[config.mk]
export PLATFORM = sky130hd
export DESIGN_NAME = gfp_lfsr_core
export DESIGN_NICKNAME = d
export VERILOG_FILES = /design/src/rtl/gfp_lfsr_pkg.sv /design/src/rtl/gfp_modadd.sv /design/src/rtl/gfp_feedback.sv /design/src/rtl/gfp_reorg.sv /design/src/rtl/gfp_lfsr_core.sv
export SDC_FILE = /design/constraint.sdc
export NUM_CORES = 2
export LEC_CHECK = 0
export BUFFER_PORTS_ARGS = -buffer_cell sky130_fd_sc_hd__buf_2
export CAP_MARGIN = 20
export CELL_PAD_IN_SITES_DETAIL_PLACEMENT = 1
export CELL_PAD_IN_SITES_GLOBAL_PLACEMENT = 2
export CORE_ASPECT_RATIO = 2
export CORE_MARGIN = 4
export CORE_UTILIZATION = 36
export CTS_BUF_LIST = sky130_fd_sc_hd__clkbuf_16
export CTS_CLUSTER_SIZE = 12
export DETAILED_ROUTE_END_ITERATION = 8
export GPL_TIMING_DRIVEN = 0
export PLACE_DENSITY_LB_ADDON = 0.2
export SYNTH_ARGS = -nofsm -noshare
export SYNTH_HDL_FRONTEND = slang
export SYNTH_SLANG_ARGS = --single-unit
[constraint.sdc]
create_clock -name clk -period 49.3 [get_ports clk]
set_input_delay 9.86 -clock clk [delete_from_list [all_inputs] [get_ports clk]]
set_output_delay 9.86 -clock clk [all_outputs]
set_load 0.02 [all_outputs]
[src/rtl/gfp_lfsr_pkg.sv]
package gfp_lfsr_pkg;
    localparam int unsigned CELL_W  = 31;
    localparam int unsigned N_CELLS = 16;
    localparam int unsigned HALF_W  = 16;
    localparam int unsigned WORD_W  = 2 * HALF_W;

    typedef logic [CELL_W-1:0] cell_t;
    typedef logic [N_CELLS-1:0][CELL_W-1:0] cell_arr_t;
    typedef logic [WORD_W-1:0] word_t;

    localparam cell_t PRIME = {CELL_W{1'b1}};

    // feedback weight exponents (2^k mod p is a rotation by k)
    localparam int unsigned ROT_S15 = 15;
    localparam int unsigned ROT_S13 = 17;
    localparam int unsigned ROT_S10 = 21;
    localparam int unsigned ROT_S4  = 20;
    localparam int unsigned ROT_S0  = 8;

    typedef struct packed {
        cell_arr_t cells;
    } lfsr_state_t;

    function automatic cell_t rotl_cell(cell_t x, int unsigned k);
        return cell_t'({x, x} >> (CELL_W - k));
    endfunction
endpackage

[src/rtl/gfp_modadd.sv]
module gfp_modadd
    import gfp_lfsr_pkg::*;
(
    input  cell_t a_in,
    input  cell_t b_in,
    output cell_t sum_out
);
    logic [CELL_W:0]   raw_sum;
    logic [CELL_W-1:0] folded;

    always_comb begin
        raw_sum = {1'b0, a_in} + {1'b0, b_in};
        // end-around carry: 2^31 is congruent to 1
        folded  = raw_sum[CELL_W-1:0] + CELL_W'(raw_sum[CELL_W]);
        sum_out = (folded == PRIME) ? '0 : folded;
    end
endmodule

[src/rtl/gfp_feedback.sv]
module gfp_feedback
    import gfp_lfsr_pkg::*;
#(
    parameter int unsigned N_TERMS = 8
) (
    input  cell_t s15_in,
    input  cell_t s13_in,
    input  cell_t s10_in,
    input  cell_t s4_in,
    input  cell_t s0_in,
    input  cell_t add_in,
    output cell_t fb_out
);
    localparam int unsigned N_NODES = 2 * N_TERMS - 1;
    localparam int unsigned N_ADDS  = N_TERMS - 1;

    cell_t node [N_NODES];
    cell_t term [N_TERMS];

    always_comb begin
        for (int t = 0; t < N_TERMS; t++) term[t] = '0;
        term[0] = rotl_cell(s15_in, ROT_S15);
        term[1] = rotl_cell(s13_in, ROT_S13);
        term[2] = rotl_cell(s10_in, ROT_S10);
        term[3] = rotl_cell(s4_in,  ROT_S4);
        term[4] = rotl_cell(s0_in,  ROT_S0);
        term[5] = s0_in;
        term[6] = add_in;
    end

    genvar gl, ga;
    generate
        for (gl = 0; gl < N_TERMS; gl++) begin : g_leaf
            assign node[N_ADDS + gl] = term[gl];
        end
        for (ga = 0; ga < N_ADDS; ga++) begin : g_add
            gfp_modadd i_add (
                .a_in   (node[2*ga+1]),
                .b_in   (node[2*ga+2]),
                .sum_out(node[ga])
            );
        end
    endgenerate

    assign fb_out = node[0];
endmodule

[src/rtl/gfp_reorg.sv]
module gfp_reorg
    import gfp_lfsr_pkg::*;
(
    input  logic [HALF_W-1:0] s15_hi,
    input  logic [HALF_W-1:0] s14_lo,
    input  logic [HALF_W-1:0] s11_lo,
    input  logic [HALF_W-1:0] s9_hi,
    input  logic [HALF_W-1:0] s7_lo,
    input  logic [HALF_W-1:0] s5_hi,
    input  logic [HALF_W-1:0] s2_lo,
    input  logic [HALF_W-1:0] s0_hi,
    output word_t             w0,
    output word_t             w1,
    output word_t             w2,
    output word_t             w3
);
    assign w0 = {s15_hi, s14_lo};
    assign w1 = {s11_lo, s9_hi};
    assign w2 = {s7_lo,  s5_hi};
    assign w3 = {s2_lo,  s0_hi};
endmodule

[src/rtl/gfp_lfsr_core.sv]
module gfp_lfsr_core
    import gfp_lfsr_pkg::*;
(
    input  logic                        clk,
    input  logic                        rst_n,
    input  logic                        load_en,
    input  logic [N_CELLS*CELL_W-1:0]   load_cells,
    input  logic                        step_en,
    input  logic                        init_mode,
    input  logic [CELL_W-1:0]           u_in,
    output logic [WORD_W-1:0]           x0,
    output logic [WORD_W-1:0]           x1,
    output logic [WORD_W-1:0]           x2,
    output logic [WORD_W-1:0]           x3
);
    localparam int unsigned HI_LSB = CELL_W - HALF_W;

    lfsr_state_t state_d, state_q;
    cell_t       fb_val;
    cell_t       u_eff;

    assign u_eff = init_mode ? u_in : '0;

    gfp_feedback #(.N_TERMS(8)) i_fb (
        .s15_in(state_q.cells[15]),
        .s13_in(state_q.cells[13]),
        .s10_in(state_q.cells[10]),
        .s4_in (state_q.cells[4]),
        .s0_in (state_q.cells[0]),
        .add_in(u_eff),
        .fb_out(fb_val)
    );

    always_comb begin
        state_d = state_q;
        if (load_en) begin
            state_d.cells = cell_arr_t'(load_cells);
        end else if (step_en) begin
            for (int i = 0; i < N_CELLS - 1; i++) begin
                state_d.cells[i] = state_q.cells[i+1];
            end
            state_d.cells[N_CELLS-1] = fb_val;
        end
    end

    always_ff @(posedge clk) begin
        if (!rst_n) state_q <= '0;
        else        state_q <= state_d;
    end

    gfp_reorg i_reorg (
        .s15_hi(state_q.cells[15][CELL_W-1:HI_LSB]),
        .s14_lo(state_q.cells[14][HALF_W-1:0]),
        .s11_lo(state_q.cells[11][HALF_W-1:0]),
        .s9_hi (state_q.cells[9][CELL_W-1:HI_LSB]),
        .s7_lo (state_q.cells[7][HALF_W-1:0]),
        .s5_hi (state_q.cells[5][CELL_W-1:HI_LSB]),
        .s2_lo (state_q.cells[2][HALF_W-1:0]),
        .s0_hi (state_q.cells[0][CELL_W-1:HI_LSB]),
        .w0    (x0),
        .w1    (x1),
        .w2    (x2),
        .w3    (x3)
    );

    // load is written whole and overrides a concurrent step
    assert_load_wins_R3: assert property (@(posedge clk) disable iff (!rst_n)
        load_en |=> (state_q.cells == cell_arr_t'($past(load_cells))));

    // shift toward cell 0 on a step
    assert_shift_down_R4: assert property (@(posedge clk) disable iff (!rst_n)
        (step_en && !load_en) |=>
            (state_q.cells[N_CELLS-2:0] == $past(state_q.cells[N_CELLS-1:1])));

    // stepped-in value is a canonical residue
    assert_canonical_R7: assert property (@(posedge clk) disable iff (!rst_n)
        (step_en && !load_en) |=> (state_q.cells[N_CELLS-1] != PRIME));

    // idle cycles keep the cells
    assert_idle_hold_R11: assert property (@(posedge clk) disable iff (!rst_n)
        (!step_en && !load_en) |=> $stable(state_q.cells));
endmodule

==> run metrics <==
run status finished, final reports clean; critical path peak fanout 10; Pre-antenna DRT Iters 7; Initial Util 0.3622; Die ar. approximately 120000 µm²; FF-to-FF End state_q[488]; Biggest register state_q; Leak approximately 21 nW; CP endpoint kind flip-flop; Fill cells about 15000; WL/cell roughly 29 µm; Top Registers state_q (496); minimum clock period about 26 ns; RSZ-0062 raised after global routing no; GRT Resource Usage Total 0.3674; Primary FF master, synth dfxtp_1; Sink Count ~500; Post-Synthesis Cells ~5600; Synth async-reset ratio 0; Area Overhead vs Synth 16.87%; WP data required roughly 50 ns; most frequent cells in the layout nor2_1 (1256), a21oi_1 (689), buf_2 (681); vias in the first global route 48330; worst hold stages 4; r2r startpoint state_q[484]; final worst setup slack around 24 ns; fin crit share 0.5221; worst ir drop on vdd about 0.041 mV; Slew headroom 0.2313; highest clock rate 38.85 MHz; core area between 100000 and 150000 µm²; worst hold path class flip-flop to flip-flop; area of the multi-input gates between 20000 and 30000 µm²; FF+latch area between 9000 and 10000 µm²; I/O Buffers ~660; Worst path max stage delay between 0.8 and 0.9 ns; Final ANT Viol Nets 0; Vias per Instance slightly below 6; Setup Crit Path Kind input pin to flip-flop; syn nets roughly 6400; Core Util, Final 0.4233; total CTS buffers 52; Final setup violation count 0; dominant cells by area after synthesis dfxtp_1 (24%), mux2i_1 (12%), nor2_1 (11%); Tot Pwr about 2.1 mW; initial drt markers approximately 2100; max reg flops around 500; postcts setup bufs 0; nets between 7000 and 8000; Worst Skew 0.06372 ns; Top Ports 660; #FFs+latches synth 496; drt drc 0; hold_sp state_q[464]; Hold EP state_q[464]; H-tree depth 2; Worst-Margin Slew about 1.2 ns; Yosys top cell area share 0.2389; cell taking the most area after synthesis dfxtp_1; Final GP Congestion roughly 1; Slowest-stage cell, CP nor4b_2; Slew Limit Fails 0; Ys Warns 0; Vias around 46000; Clock Pin Slew Worst Setup and Hold Paths ~0.070 ns; first-pass GRT wire length 325.8 mm; largest net degree at the start of global routing 17; worst path arrival time 26.24 ns; Max-Cap Viols 0; initial antenna violation count between 100 and 150; share of layout cells above drive strength 1 0.1565; FF-to-FF path depth between 70 and 80; Synth Cell Area 41560 µm²; GR Overflow Total 0; CTS tree yes; CP Launch Type input pin; Die W about 250 µm; commonest non-fill, non-tap cell in the layout nor2_1; flop-to-flop setup slack about 25 ns; CTS root buf clkbuf_16; Worst-Skew Late Latency approximately 0.67 ns; dpl ws 22.56 ns; CTS Buffer Depth 3; Die H a little under 500 µm; cts hold-fix bufs 0; Routed WL between 200 and 250 mm; pwr dens between 40 and 50 nW/µm²; Fin. Hold Viols 0; post-synth cell types approximately 110; cts repair resizes 0; register area share after synthesis 0.2389; Setup TNS Final 0 ns; row count 176; number of synthesized flops with an enable pin 0; Final HPWL DP roughly 190 mm; most used cell, CP clkbuf_1; Mean Syn Cell Area about 7.4 µm²
==> metal layers <==
| metal | GRT usage | vias up | share of wire |
|---|---|---|---|
| met5 | 0 | - | 0.0028 |
| met4 | 0.3014 | 106 | 0.10 |
| met3 | 0.1251 | 783 | 0.074 |
| met2 | 0.6607 | 1444 | 0.50 |
| met1 | 0.3261 | 22240 | 0.32 |
| li1 | - | 21480 | - |
==> logic make-up after synthesis <==
| logic type | share of synthesized area |
|---|---|
| adder cells (fa/ha/maj) | 0.06250 |
| flip-flops | 0.2389 |
| XOR/XNOR | 0.05823 |
| buffers and inverters | 0.06166 |
| AND/OR/NAND/NOR | 0.2532 |
| multiplexers | 0.1180 |
| AO/OA/AOI/OAI | 0.2075 |
==> synth_stat cells, drive strengths merged (14+ instances only) <==
cell     number
a31oi        16
o22ai        37
inv          74
a21o         87
xnor2       172
a211o        23
and4         16
nor2       1270
xor2         99
or4          15
a2111oi      24
nand2       237
a211oi       51
and2         66
dfxtp       496
buf         210
nor4         44
ha          198
nor4b        17
or2          27
mux2i       483
o311ai       14
nor3        108
nand4        80
nand3       114
nor3b        52
o21ai       140
nand3b       20
o211ai       36
a21oi       693
nand2b       23
or3          38
o31ai        18
nor2b        48
o21bai       24
o21a         35
and3         46
clkbuf      257
==> worst max-delay path, delay by kind of cell <==
family,cells,cell delay [ns]
fa+ha+maj,4,1.02
compound gates,19,5.16
buf+inv,9,2.72
xor+xnor,1,0.18
simple gates,22,7.25
==> power by group <==
group	total [mW]	switching [mW]	leakage, nW	internal [mW]
combinational	1.25	0.831	16.6	0.417
sequential	0.487	0.0555	4.09	0.431
clock	0.375	0.184	0.749	0.191
total	2.11	1.07	21.4	1.04
==> stage by stage <==
| stage | hold WS (ns) | area, µm² | instances |
|---|---|---|---|
| after floorplan | 0.4917 | 41560 | 5627 |
| after global placement | 0.5932 | 46740 | 7797 |
| after detailed placement | 0.6124 | 46800 | 7803 |
| after CTS | 0.6298 | 48300 | 7886 |
| after global routing | 0.6649 | 48450 | 7910 |
| final | 0.6230 | 48570 | 7956 |
==> how the worst max path moves through the flow <==
stage	to	slack, ns	startpoint	depth (start not counted)
final	state_q[488]	23.56	u_in[1]	55
after global routing	state_q[492]	21.82	u_in[1]	55
after CTS	state_q[488]	23.17	u_in[1]	54
after detailed placement	state_q[488]	22.56	u_in[1]	54
after global placement	state_q[488]	22.63	u_in[1]	53
after floorplan	state_q[487]	27.80	u_in[21]	56
==> area by class of cell <==
type | count | area share
Multi-Input combinational cell | 4590 | 0.5990
Sequential cell | 496 | 0.2044
Timing Repair Buffer | 673 | 0.07079
Buffer | 467 | 0.04707
Tap cell | 1513 | 0.03898
Clock buffer | 52 | 0.02679
Inverter | 74 | 0.005719
Clock inverter | 31 | 0.004148
Antenna cell | 60 | 0.003091
Power figures use the tool's default switching activity.
